==> config.mk <==
export PLATFORM = sky130hd
export DESIGN_NAME = osc_startup_seq
export DESIGN_NICKNAME = d
export VERILOG_FILES = /design/src/rtl/oscwake_pkg.sv /design/src/rtl/rst_release_sync.sv /design/src/rtl/cyc_divider.sv /design/src/rtl/settle_timer.sv /design/src/rtl/osc_startup_seq.sv
export SDC_FILE = /design/constraint.sdc
export NUM_CORES = 1
export LEC_CHECK = 0
export BUFFER_PORTS_ARGS = -buffer_cell sky130_fd_sc_hd__buf_2
export CORE_AREA = 3 3 50 48
export DETAILED_ROUTE_END_ITERATION = 7
export DIE_AREA = 0 0 53 51
export PLACE_DENSITY = 0.82
export SYNTH_ARGS = -nofsm -noshare
export SYNTH_HDL_FRONTEND = slang
export SYNTH_SLANG_ARGS = --single-unit
==> constraint.sdc <==
create_clock -name clk -period 1.11 [get_ports clk]
set_clock_uncertainty 0.15 [all_clocks]
set_input_delay 0.111 -clock clk [delete_from_list [all_inputs] [get_ports clk]]
set_output_delay 0.111 -clock clk [all_outputs]
set_load 0.03 [all_outputs]
==> src/rtl/oscwake_pkg.sv <==
package oscwake_pkg;
  typedef enum logic [1:0] {
    PH_RUN    = 2'd0,
    PH_HALT   = 2'd1,
    PH_START  = 2'd2,
    PH_RESUME = 2'd3
  } phase_e;
endpackage

==> src/rtl/rst_release_sync.sv <==
module rst_release_sync #(
  parameter int STAGES = 2
) (
  input  logic clk,
  input  logic rst_n,
  output logic rst_sync_n
);
  logic [STAGES-1:0] chain_q;

  always_ff @(posedge clk or negedge rst_n) begin
    if (!rst_n) chain_q <= '0;
    else        chain_q <= {chain_q[STAGES-2:0], 1'b1};
  end

  assign rst_sync_n = chain_q[STAGES-1];
endmodule

==> src/rtl/cyc_divider.sv <==
module cyc_divider #(
  parameter int DIV = 10
) (
  input  logic clk,
  input  logic rst_n,
  input  logic clr,
  input  logic run,
  output logic tick
);
  localparam int W = (DIV > 1) ? $clog2(DIV) : 1;
  localparam logic [W-1:0] LAST = W'(DIV - 1);

  logic [W-1:0] cnt_q, cnt_d;

  assign tick = run && !clr && (cnt_q == LAST);

  always_comb begin
    cnt_d = cnt_q;
    if (clr)       cnt_d = '0;
    else if (tick) cnt_d = '0;
    else if (run)  cnt_d = cnt_q + W'(1);
  end

  always_ff @(posedge clk or negedge rst_n) begin
    if (!rst_n) cnt_q <= '0;
    else        cnt_q <= cnt_d;
  end

  // Instruction-cycle ticks are never back to back
  p_tick_spaced_r5: assert property (@(posedge clk) disable iff (!rst_n)
    tick |=> !tick);
  // Clearing restarts the phase at zero
  p_clr_phase_r11: assert property (@(posedge clk) disable iff (!rst_n)
    clr |=> (cnt_q == '0));
endmodule

==> src/rtl/settle_timer.sv <==
module settle_timer #(
  parameter int COUNT = 256
) (
  input  logic clk,
  input  logic rst_n,
  input  logic load,
  input  logic step,
  output logic expire
);
  localparam int W = $clog2(COUNT + 1);
  localparam logic [W-1:0] INIT = W'(COUNT);

  logic [W-1:0] cnt_q, cnt_d;

  assign expire = step && !load && (cnt_q == W'(1));

  always_comb begin
    cnt_d = cnt_q;
    if (load)                       cnt_d = INIT;
    else if (step && cnt_q != '0)   cnt_d = cnt_q - W'(1);
  end

  always_ff @(posedge clk or negedge rst_n) begin
    if (!rst_n) cnt_q <= '0;
    else        cnt_q <= cnt_d;
  end

  // Timer is never stepped once it has run out
  p_no_underflow_r5: assert property (@(posedge clk) disable iff (!rst_n)
    (step && !load) |-> (cnt_q != '0));
  // Load starts from the full delay
  p_load_full_r5: assert property (@(posedge clk) disable iff (!rst_n)
    load |=> (cnt_q == INIT));
endmodule

==> src/rtl/osc_startup_seq.sv <==
module osc_startup_seq
  import oscwake_pkg::*;
#(
  parameter int DIV   = 10,
  parameter int DELAY = 256
) (
  input  logic clk,
  input  logic rst_n,
  input  logic sleep_req,
  input  logic wake_req,
  input  logic wake_irq_en,
  output logic osc_en,
  output logic core_clk_en,
  output logic resume_next,
  output logic vector_isr
);
  logic   rst_sync_n;
  phase_e phase_q, phase_d;
  logic   irq_sel_q, irq_sel_d;
  logic   start_go;
  logic   ic_tick;
  logic   tmr_step;
  logic   tmr_expire;

  rst_release_sync #(.STAGES(2)) u_rst (
    .clk       (clk),
    .rst_n     (rst_n),
    .rst_sync_n(rst_sync_n)
  );

  cyc_divider #(.DIV(DIV)) u_div (
    .clk  (clk),
    .rst_n(rst_sync_n),
    .clr  (start_go),
    .run  (osc_en),
    .tick (ic_tick)
  );

  assign tmr_step = ic_tick && (phase_q == PH_START);

  settle_timer #(.COUNT(DELAY)) u_tmr (
    .clk   (clk),
    .rst_n (rst_sync_n),
    .load  (start_go),
    .step  (tmr_step),
    .expire(tmr_expire)
  );

  always_comb begin
    phase_d   = phase_q;
    irq_sel_d = irq_sel_q;
    start_go  = 1'b0;
    unique case (phase_q)
      PH_RUN:    if (sleep_req) phase_d = PH_HALT;
      PH_HALT: begin
        if (wake_req) begin
          phase_d   = PH_START;
          start_go  = 1'b1;
          irq_sel_d = wake_irq_en;
        end
      end
      PH_START:  if (tmr_expire) phase_d = PH_RESUME;
      PH_RESUME: phase_d = PH_RUN;
      default:   phase_d = PH_RUN;
    endcase
  end

  always_ff @(posedge clk or negedge rst_sync_n) begin
    if (!rst_sync_n) begin
      phase_q   <= PH_RUN;
      irq_sel_q <= 1'b0;
    end else begin
      phase_q   <= phase_d;
      irq_sel_q <= irq_sel_d;
    end
  end

  assign osc_en      = (phase_q != PH_HALT);
  assign core_clk_en = (phase_q == PH_RUN) || (phase_q == PH_RESUME);
  assign resume_next = (phase_q == PH_RESUME) && !irq_sel_q;
  assign vector_isr  = (phase_q == PH_RESUME) &&  irq_sel_q;

  p_sleep_enter_r2: assert property (@(posedge clk) disable iff (!rst_sync_n)
    (phase_q == PH_RUN && sleep_req) |=> (!osc_en && !core_clk_en));
  p_halt_hold_r3: assert property (@(posedge clk) disable iff (!rst_sync_n)
    (!osc_en && !wake_req) |=> (!osc_en && !core_clk_en));
  p_wake_start_r4: assert property (@(posedge clk) disable iff (!rst_sync_n)
    (!osc_en && wake_req) |=> (osc_en && !core_clk_en));
  p_gate_after_expire_r6: assert property (@(posedge clk) disable iff (!rst_sync_n)
    $rose(core_clk_en) |-> $past(tmr_expire));
  p_pulse_at_gate_r7: assert property (@(posedge clk) disable iff (!rst_sync_n)
    $rose(core_clk_en) |-> (resume_next || vector_isr));
  p_pulse_onehot_r8: assert property (@(posedge clk) disable iff (!rst_sync_n)
    $onehot0({resume_next, vector_isr}));
  p_pulse_single_r8: assert property (@(posedge clk) disable iff (!rst_sync_n)
    (resume_next || vector_isr) |=> (!resume_next && !vector_isr && core_clk_en && osc_en));
  p_sleep_ignored_r10: assert property (@(posedge clk) disable iff (!rst_sync_n)
    (resume_next || vector_isr) |=> osc_en);
endmodule

==> out/results.txt, run 1 <==
Synthesis warning total: 0
Rows: 15
Inst Count DP: 176
Synth Flop Type: dfrtp_1
Most numerous cell in the Yosys netlist: dfrtp_1
Post-synthesis simple-gate area fraction: 22.1%
HPWL Detailed: 2260 microns
Clk Tree Root Cell: clkbuf_4
Starting density of the core: 57.0%
First Err: [ERROR DPL-0038] Utilization greater than 100%, impossible to legalize
Htree depth: 1
Yosys cell types: 35
Routability-driven placement congestion ratio: 0.866
Post-synth ARST share: 100%
Failing step: global routing
Outcome: did not finish
Port Buf Inserts: 8
Worst setup endpoint GRT: u_tmr.cnt_q[6]$_DFFE_PN0P_/D
Mux share of post-synthesis cell area: 4.75%
Largest net degree at the start of global routing: 11
Post-DP Area: 1460 sq um
TritonCTS sink count: 18
Die X-Extent: 53 microns
Longest Clk Path Bufs: 2
Yosys top cell area share: 41.7%
Synth Area in Compound Gates: 13.4%
Synth Instances: 107
Chip height: 51 microns
Synth Area in XOR/XNOR: 1.62%
Flops & latches, synth: 18
Synth Cell Area: 1080 sq um
Biggest area consumer among synthesized cells: dfrtp_1
# IOs: 9
Synthesized Nets: 122
Worst endpoint pin kind: register data pin
Synth area leaders: dfrtp_1 (42%), ha_1 (12%), mux2i_1 (3.7%)
EDFF count, synth: 0
Synthesized area per cell: 10.1 sq um
CTS Buf Count: 3
Post-Synth Adder-Cell Area: 11.6%
Post-synth top cells: dfrtp_1 (18), ha_1 (10), inv_1 (9), nand2_1 (9)
Sequential-to-total area share from yosys stat: 41.7%
Main combinational cell family by area after synthesis: simple AND/OR/NAND/NOR gates
[stage by stage]
step	worst slack, ns	setup TNS (ns)
after floorplan	-0.836	-9.25
after global placement	-0.771	-10.44
after detailed placement	-0.845	-11.47
after CTS	-0.810	-12.56
[cell families after synthesis]
group	Yosys count
xor+xnor	2
simple gates	41
other cells	1
fa+ha+maj	10
flops	18
buf+inv	11
compound gates	19
mux	5
[repair_timing]
item | 4_1_cts
endpoints found under the hold margin | 4
hold buffers | 4
pin swaps | 13
gates resized for setup | 44
setup endpoints to repair | 20
setup buffers | 10
==> run 2, diff against run 1 <==
--- a/config.mk
+++ b/config.mk
@@ -6,10 +6,10 @@
 export NUM_CORES = 1
 export LEC_CHECK = 0
 export BUFFER_PORTS_ARGS = -buffer_cell sky130_fd_sc_hd__buf_2
-export CORE_AREA = 3 3 50 48
+export CORE_AREA = 3 3 64 66
 export DETAILED_ROUTE_END_ITERATION = 7
-export DIE_AREA = 0 0 53 51
-export PLACE_DENSITY = 0.82
+export DIE_AREA = 0 0 67 69
+export PLACE_DENSITY_LB_ADDON = 0.15
 export SYNTH_ARGS = -nofsm -noshare
 export SYNTH_HDL_FRONTEND = slang
 export SYNTH_SLANG_ARGS = --single-unit
==> run 2 against run 1 <==
Against the previous run:
- the flow now finishes, with violations (setup timing)
- synthesized cell count unchanged
- synthesized area unchanged
==> out/results.txt, run 2 <==
Post-synth ARST share: 100%
Worst Setup End Kind: flip-flop
Inst Count DP: 200
WL per Instance: 12.3 microns
Post-DP Area: 1500 sq um
Violation count after the first detailed-routing iteration: 12
Final wirelength: 2720 microns
Layout Utilization: 52.8%
Initial antenna violation count: 0
Arr. time, crit path: 1.97 ns
Crit Path Class: reg2reg
# IOs: 9
First-pass GRT wire length: 4530 microns
Critical Path Fanout Max: 4
CP max stage delay: 0.44 ns
Global Route Usage Sum: 12.6%
Total gr overflow: 0
Worst VDD drop: 1760 uV
Critical Path Start: phase_q[0]
Synthesized Nets: 122
Post-Synth Adder-Cell Area: 11.6%
Tmin final: 1.93 ns
CP endpoint: u_tmr.cnt_q[6]
Largest registers in the final layout: u_tmr.cnt_q (9), u_div.cnt_q (4)
CTS Buf Count: 3
Part of the cycle the worst path needs: 174%
Clock latency at the later pin of the worst-skew pair: 0.25 ns
Synth area leaders: dfrtp_1 (42%), ha_1 (12%), mux2i_1 (3.7%)
Pleak: 0.859 nW
Clk Tree Root Cell: clkbuf_8
Rows: 22
Chip height: 69 microns
R2R Setup Slk: -0.82 ns
CTS tree: done
Worst R2R Start: phase_q[0]
DRC: 0
Unrepaired setup endpoints after global routing: yes
Die X-Extent: 67 microns
Hold Slack: 0.0117 ns
TritonCTS sink count: 18
Setup slack at placement: -0.796 ns
Max-slew violations: 0
Port Buf Inserts: 8
DRT Pass-1 Iters: 4
Mux share of post-synthesis cell area: 4.75%
Sequential-to-total area share from yosys stat: 41.7%
Final hold vios: 0
Design area: 1920 sq um
Final number of setup-violating endpoints: 20
Worst R2R End: u_tmr.cnt_q[6]
TNS Setup: -11.44 ns
Vias: 1017
Synth Area in XOR/XNOR: 1.62%
CP startpoint kind: flip-flop
Final Instance Count excl. Fillers: 221
Worst EP required: 1.14 ns
Htree depth: 1
Longest Clk Path Bufs: 2
Vias in the first global route: 1004
Total power: 5.82 mW
Yosys top cell area share: 41.7%
Post-synth top cells: dfrtp_1 (18), ha_1 (10), inv_1 (9), nand2_1 (9)
Layout cells sized above 1: 61.8%
Largest net degree at the start of global routing: 17
Fmax achieved: 0.517 GHz
Biggest area consumer among synthesized cells: dfrtp_1
Commonest non-fill, non-tap cell in the layout: buf_4
Max reg flops: 9
Reg clk slew, reported paths: 0.07 ns
Main combinational cell family by area after synthesis: simple AND/OR/NAND/NOR gates
Final WS setup: -0.823 ns
Flops & latches, synth: 18
Synthesis warning total: 0
EDFF count, synth: 0
Synthesized area per cell: 10.1 sq um
Routed Antenna Nets: 0
MaxCap Viol Count: 0
Outcome: finished with violations
Die area: 4620 sq um
Synth Instances: 107
Vias/cell: 4.60
Critical path cell sequence: ha_4, and4bb_4, o2111ai_4, or4_4, a21oi_2
Most numerous cell in the Yosys netlist: dfrtp_1
Synth Flop Type: dfrtp_1
Yosys cell types: 35
Post-synthesis simple-gate area fraction: 22.1%
HPWL Detailed: 1890 microns
ANT cells: 0
Hold WC Path Type: in2async
Core area: 3630 sq um
Failing checks: setup timing
Starting density of the core: 29.8%
Most frequent cells in the layout: buf_4 (47), dfrtp_1 (18), buf_6 (11)
Most flops, register: u_tmr.cnt_q
Synth Cell Area: 1080 sq um
Post-layout nets: 189
FF-to-FF path depth: 5
Synth Area in Compound Gates: 13.4%
Routability-driven placement congestion ratio: 0.791
Pwr Density: 3030 nW/um^2
Layout area overhead: 77.4%
Slowest-stage cell, CP: or4_4
-- run 2: what timing repair did --
action,in CTS,in global routing
buffers inserted,14,3
pin swaps,8,6
endpoints found under the setup margin,20,20
hold buffers,2,0
gates resized for setup,40,17
endpoints found under the hold margin,3,0
-- run 2: layout make-up --
cell class                 instances  area [sq um]
tap                               48          60.1
sequential                        18           450
clock buffer                       4          55.1
fill                             334          1720
inverter                           9          33.8
multi-input combinational         78           802
timing repair buffer              64           517
-- run 2: critical path: cells and delay by family (launching register included) --
kind	cells	cell delay (ns)
AO/OA/AOI/OAI	2	0.28
AND/OR/NAND/NOR	2	0.82
flip-flops	1	0.43
adder cells (fa/ha/maj)	1	0.19
-- run 2: report_power, final --
part	leakage, nW	internal, mW	switching [mW]
Combinational	0.601	2.33	1.80
Sequential	0.228	0.920	0.221
Clock	0.0288	0.315	0.225
Total	0.859	3.57	2.25
-- run 2: cell families after synthesis --
kind of cell / count (synthesis)
and+or+nand+nor: 41
AOI/OAI and AO/OA: 19
DFF: 18
buffers and inverters: 11
adders and majority gates: 10
muxes: 5
xor gates and xnor gates: 2
other: 1
-- run 2: worst min path at each step --
stage,startpoint,endpoint,slack (ns),cells past startpoint
floorplan,rst_n,u_rst.chain_q[0],-0.33,0
global placement,rst_n,u_rst.chain_q[0],-0.26,1
detailed placement,rst_n,u_rst.chain_q[0],-0.25,1
CTS,rst_n,u_rst.chain_q[0],0.01,2
global route,rst_n,u_rst.chain_q[0],0.02,2
finish,rst_n,u_rst.chain_q[0],0.01,2
-- run 2: routing by layer --
| layer | up-vias | wire length, microns | part of all wire, % | GRT usage [%] |
|---|---|---|---|---|
| met5 | - | 0 | 0 | 0 |
| li1 | 509 | - | - | - |
| met1 | 483 | 1210 | 45 | 17.4 |
| met4 | 0 | 54 | 2.0 | 4.05 |
| met2 | 19 | 1400 | 51 | 20.2 |
| met3 | 6 | 55 | 2.0 | 1.63 |
No activity file was read; power rests on OpenSTA's default activity.
==> run 3, diff against run 2 <==
--- a/config.mk
+++ b/config.mk
@@ -6,10 +6,13 @@
 export NUM_CORES = 1
 export LEC_CHECK = 0
 export BUFFER_PORTS_ARGS = -buffer_cell sky130_fd_sc_hd__buf_2
+export CELL_PAD_IN_SITES_DETAIL_PLACEMENT = 0
+export CELL_PAD_IN_SITES_GLOBAL_PLACEMENT = 1
 export CORE_AREA = 3 3 64 66
 export DETAILED_ROUTE_END_ITERATION = 7
 export DIE_AREA = 0 0 67 69
 export PLACE_DENSITY_LB_ADDON = 0.15
+export SETUP_SLACK_MARGIN = 0.1
 export SYNTH_ARGS = -nofsm -noshare
 export SYNTH_HDL_FRONTEND = slang
 export SYNTH_SLANG_ARGS = --single-unit
==> run 3 against run 2 <==
Against the previous run:
- the run ends with hold timing, setup timing left
- sequential share of layout area fell by 0.89 points
- first-iteration DRC count grew 42%
- total power grew 5.0%
- setup slack improved by 0.0025 ns
- design area is 4.5% higher
- sequential power rose by 5%
- clock-buffer cell count fell by 1
- via count up 0.59%
- global-route usage grew 0.74 points
==> out/results.txt, run 3 (synthesis gave the netlist of run 2 again) <==
Die area: 4620 sq um
Clk Tree Root Cell: clkbuf_8
Layout area overhead: 85.4%
Port Buf Inserts: 8
Longest Clk Path Bufs: 2
Largest registers in the final layout: u_tmr.cnt_q (9), u_div.cnt_q (4)
Vias/cell: 4.57
Rows: 22
Chip height: 69 microns
# IOs: 9
Hold Slack: -0.0000967 ns
ANT cells: 0
Max-slew violations: 0
Reg clk slew, reported paths: 0.07 ns
First-pass GRT wire length: 4800 microns
Crit Path Class: reg2reg
Global Route Usage Sum: 13.4%
Sw Ratio: 39.2%
Initial antenna violation count: 0
Final wirelength: 2880 microns
Vias in the first global route: 1042
CTS Buf Count: 3
Commonest non-fill, non-tap cell in the layout: buf_4
Tmin final: 1.93 ns
Vias: 1023
Final WS setup: -0.820 ns
Worst Setup End Kind: flip-flop
Critical Path Start: phase_q[0]
Worst EP required: 1.15 ns
Final hold vios: 2
Layout Utilization: 55.2%
Multi-input gate area: 848 sq um
Critical Path Fanout Max: 4
Final Instance Count excl. Fillers: 224
CP startpoint kind: flip-flop
TritonCTS sink count: 18
Part of the cycle the worst path needs: 174%
CTS tree: done
Starting density of the core: 29.8%
DRT Pass-1 Iters: 4
Largest net degree at the start of global routing: 17
MaxCap Viol Count: 0
CP endpoint: u_tmr.cnt_q[8]
FF/Latch Area: 453 sq um
Fillers: 332
Worst R2R Start: phase_q[0]
Pint: 3.71 mW
Total gr overflow: 0
Inst Count DP: 201
Layout cells sized above 1: 65.3%
Post-layout nets: 193
Max reg flops: 9
Hold WC Path Type: in2async
Pwr Density: 3050 nW/um^2
Htree depth: 1
R2R Setup Slk: -0.82 ns
Clock latency at the later pin of the worst-skew pair: 0.26 ns
Switching power: 2.40 mW
FF-to-FF path depth: 6
Die X-Extent: 67 microns
Reg power frac: 19.7%
Most frequent cells in the layout: buf_4 (46), dfrtp_1 (16), buf_6 (16)
Total power: 6.11 mW
Worst R2R End: u_tmr.cnt_q[8]
Violation count after the first detailed-routing iteration: 17
WL per Instance: 12.9 microns
HPWL Detailed: 1960 microns
TNS Setup: -11.50 ns
Final number of setup-violating endpoints: 20
Arr. time, crit path: 1.97 ns
Unrepaired setup endpoints after global routing: yes
Worst VDD drop: 2150 uV
Outcome: finished with violations
Core area: 3630 sq um
Failing checks: hold timing, setup timing
Routed Antenna Nets: 0
Gate power share: 72.6%
Most flops, register: u_tmr.cnt_q
Routability-driven placement congestion ratio: 0.750
Clk pwr share: 7.7%
Fmax achieved: 0.518 GHz
DRC: 0
Pleak: 0.895 nW
run 3: layer usage:
layer  routed length, microns  vias to the layer above  global-route usage [%]
li1                         -                      518                       -
met1                     1300                      491                    18.2
met2                     1490                       10                    21.2
met3                       60                        4                    2.44
met4                       34                        0                    4.05
met5                        0                        -                       0
run 3: area by class of cell:
class	instances	area share, %
timing repair buffer	68	28.2
clock buffer	3	2.06
inverter	9	1.81
tap	48	3.00
sequential	18	22.6
multi-input combinational	78	42.3
run 3: through the flow:
step | instance area [sq um] | setup slack [ns]
final | 2000 | -0.820
after global routing | 2000 | -0.873
after CTS | 1760 | -0.817
after detailed placement | 1510 | -0.823
after global placement | 1510 | -0.779
after floorplan | 1120 | -0.836
run 3: how the worst min path moves through the flow:
stage                        to  cells past startpoint   from  slack, ns
6_report       u_rst.chain_q[1]                      2  rst_n    -0.0001
5_1_grt        u_rst.chain_q[0]                      2  rst_n       0.02
4_1_cts        u_rst.chain_q[1]                      2  rst_n      0.005
3_5_place_dp   u_rst.chain_q[1]                      1  rst_n      -0.25
3_3_place_gp   u_rst.chain_q[0]                      1  rst_n      -0.25
2_1_floorplan  u_rst.chain_q[0]                      0  rst_n      -0.33
run 3: power by group through the flow:
stage          registers, mW  logic (mW)  clock network, mW
3_3_place_gp            1.14        2.91                  0
2_1_floorplan           1.19        1.52                  0
6_report                1.20        4.44              0.471
5_1_grt                 1.25        4.85              0.505
3_5_place_dp            1.15        2.93                  0
4_1_cts                 1.15        3.65              0.481
run 3: repair_timing:
item | CTS | global route
endpoints found under the hold margin | 3 | 0
endpoints found under the setup margin | 20 | 20
pin swaps | 4 | 10
setup buffers | 9 | 9
hold buffers | 2 | 0
gates resized for setup | 35 | 37
run 3: critical path: stages (launching register included):
cell,delay (ns)
dfrtp_2,0.45
ha_4,0.17
and4bb_4,0.38
o2111ai_4,0.14
buf_4,0.17
or3_1,0.33
nand3_1,0.07
==> run 4, diff against run 3 <==
==> constraint.sdc (replaced) <==
create_clock -name clk -period 2.2 [get_ports clk]
set_clock_uncertainty 0.15 [all_clocks]
set_input_delay 0.22 -clock clk [delete_from_list [all_inputs] [get_ports clk]]
set_output_delay 0.22 -clock clk [all_outputs]
set_load 0.03 [all_outputs]
==> run 4 against run 3 <==
Against the previous run:
- the flow now finishes without violations
- largest power group unchanged
- highest routed layer unchanged
- combinational power decreased by 78%
- clock power decreased by 42%
- design area decreased by 35%
==> out/results.txt, run 4 (synthesis gave the netlist of run 2 again) <==
CTS Buf Count: 3
Hold WC Path Type: in2reg
TNS Setup: 0 ns
Crit-path leading delay family: simple AND/OR/NAND/NOR gates
Rows: 22
Most frequent cells in the layout: dfrtp_1 (18), nand2_1 (9), inv_1 (8), ha_1 (8), buf_2 (8)
Largest net degree at the start of global routing: 17
# IOs: 9
Die X-Extent: 67 microns
CP bufs+invs: 1
Starting density of the core: 29.8%
Layout cells sized above 1: 22.8%
Clk Tree Root Cell: clkbuf_8
Vias: 799
Fmax achieved: 0.496 GHz
MaxCap Viol Count: 0
Commonest non-fill, non-tap cell in the layout: dfrtp_1
Least-Margin Pin Slew: 0.712 ns
Max reg flops: 9
Design area: 1310 sq um
Post-DP Area: 1200 sq um
Violation count after the first detailed-routing iteration: 11
Reg clk slew, reported paths: 0.07 ns
Initial antenna violation count: 0
Die area: 4620 sq um
Worst EP required: 2.24 ns
Final WS setup: 0.184 ns
Slowest-stage cell, CP: or4_1
Port Buf Inserts: 8
Unrepaired setup endpoints after global routing: yes
DRC: 0
Worst VDD drop: 603 uV
Chip height: 69 microns
Routed Antenna Nets: 0
R2R Setup Slk: 0.18 ns
Final number of setup-violating endpoints: 0
Part of the cycle the worst path needs: 91.6%
Vias in the first global route: 784
Vias/cell: 4.67
Critical Path Fanout Max: 6
Crit Path Class: reg2reg
Critical path cell sequence: inv_2, ha_2, and4bb_4, o2111ai_4, or4_1, a21oi_2
Tmin final: 2.02 ns
Post-layout nets: 139
Arr. time, crit path: 2.06 ns
Pleak: 0.567 nW
Total gr overflow: 0
Setup slack at placement: 0.0615 ns
Longest Clk Path Bufs: 2
WL per Instance: 13.2 microns
Final hold vios: 0
CP max stage delay: 0.45 ns
DRT Pass-1 Iters: 4
Max-slew violations: 0
Largest registers in the final layout: u_tmr.cnt_q (9), u_div.cnt_q (4)
Core area: 3630 sq um
CTS tree: done
CP startpoint kind: flip-flop
Worst Setup End Kind: flip-flop
HPWL Detailed: 1710 microns
Final wirelength: 2250 microns
Most flops, register: u_tmr.cnt_q
Layout area overhead: 20.8%
Pwr Density: 1440 nW/um^2
Outcome: finished clean
Htree depth: 1
Global Route Usage Sum: 11.1%
ANT cells: 0
Relative slew slack: 52.6%
TritonCTS sink count: 18
Clock latency at the later pin of the worst-skew pair: 0.26 ns
First-pass GRT wire length: 3820 microns
Routability-driven placement congestion ratio: 0.720
run 4: worst reg2reg max path, cell delays in order (launching register included):
cell and delay, ns:
dfrtp_1 0.43, inv_2 0.08, ha_2 0.21, and4bb_4 0.34, o2111ai_4 0.14, or4_1 0.45
a21oi_2 0.16
run 4: timing repair:
| item | in CTS | in global routing |
|---|---|---|
| hold buffers | 1 | 0 |
| buffers inserted | 1 | 0 |
| setup endpoints to repair | 2 | 5 |
| endpoints found under the hold margin | 2 | 0 |
| pin swaps | 1 | 0 |
| resized for setup | 1 | 6 |
run 4: worst paths after layout:
kind                       depth (start not counted)              from                to
max in group asynchronous                          0  u_rst.chain_q[1]    u_div.cnt_q[0]
min reg2reg                                        0  u_rst.chain_q[1]    u_tmr.cnt_q[7]
max reg2reg                                        6        phase_q[1]    u_tmr.cnt_q[6]
max                                                6        phase_q[1]    u_tmr.cnt_q[6]
min in group asynchronous                          2             rst_n  u_rst.chain_q[0]
min                                                2       wake_irq_en         irq_sel_q
run 4: metrics by stage:
step	cells	utilization, %	total power [mW]	hold slack, ns
2_1_floorplan	107	-	1.30	-0.226
3_3_place_gp	165	32.9	1.56	-0.146
3_5_place_dp	165	32.9	1.56	-0.144
4_1_cts	171	35.1	1.86	0.0349
5_1_grt	171	36.0	2.06	0.0348
6_report	171	36.0	1.88	0.0463
run 4: final cells by class:
class | count | area, sq um
Timing Repair Buffer | 14 | 87.6
Multi-Input combinational cell | 78 | 619
Inverter | 9 | 33.8
Fill cell | 392 | 2330
Sequential cell | 18 | 450
Clock buffer | 4 | 55.1
Tap cell | 48 | 60.1
run 4: where the power goes:
| group | total, mW | switching (mW) | internal (mW) |
|---|---|---|---|
| Sequential | 0.638 | 0.174 | 0.464 |
| Clock | 0.275 | 0.116 | 0.159 |
| Combinational | 0.965 | 0.534 | 0.431 |
run 4: routing by layer:
layer / track usage, % / vias up / wire length (microns)
met5: 0 / - / 0
met4: 4.73 / 0 / 38
met3: 3.42 / 5 / 57
met1: 15.0 / 378 / 1120
li1: - / 406 / -
met2: 16.3 / 10 / 1030
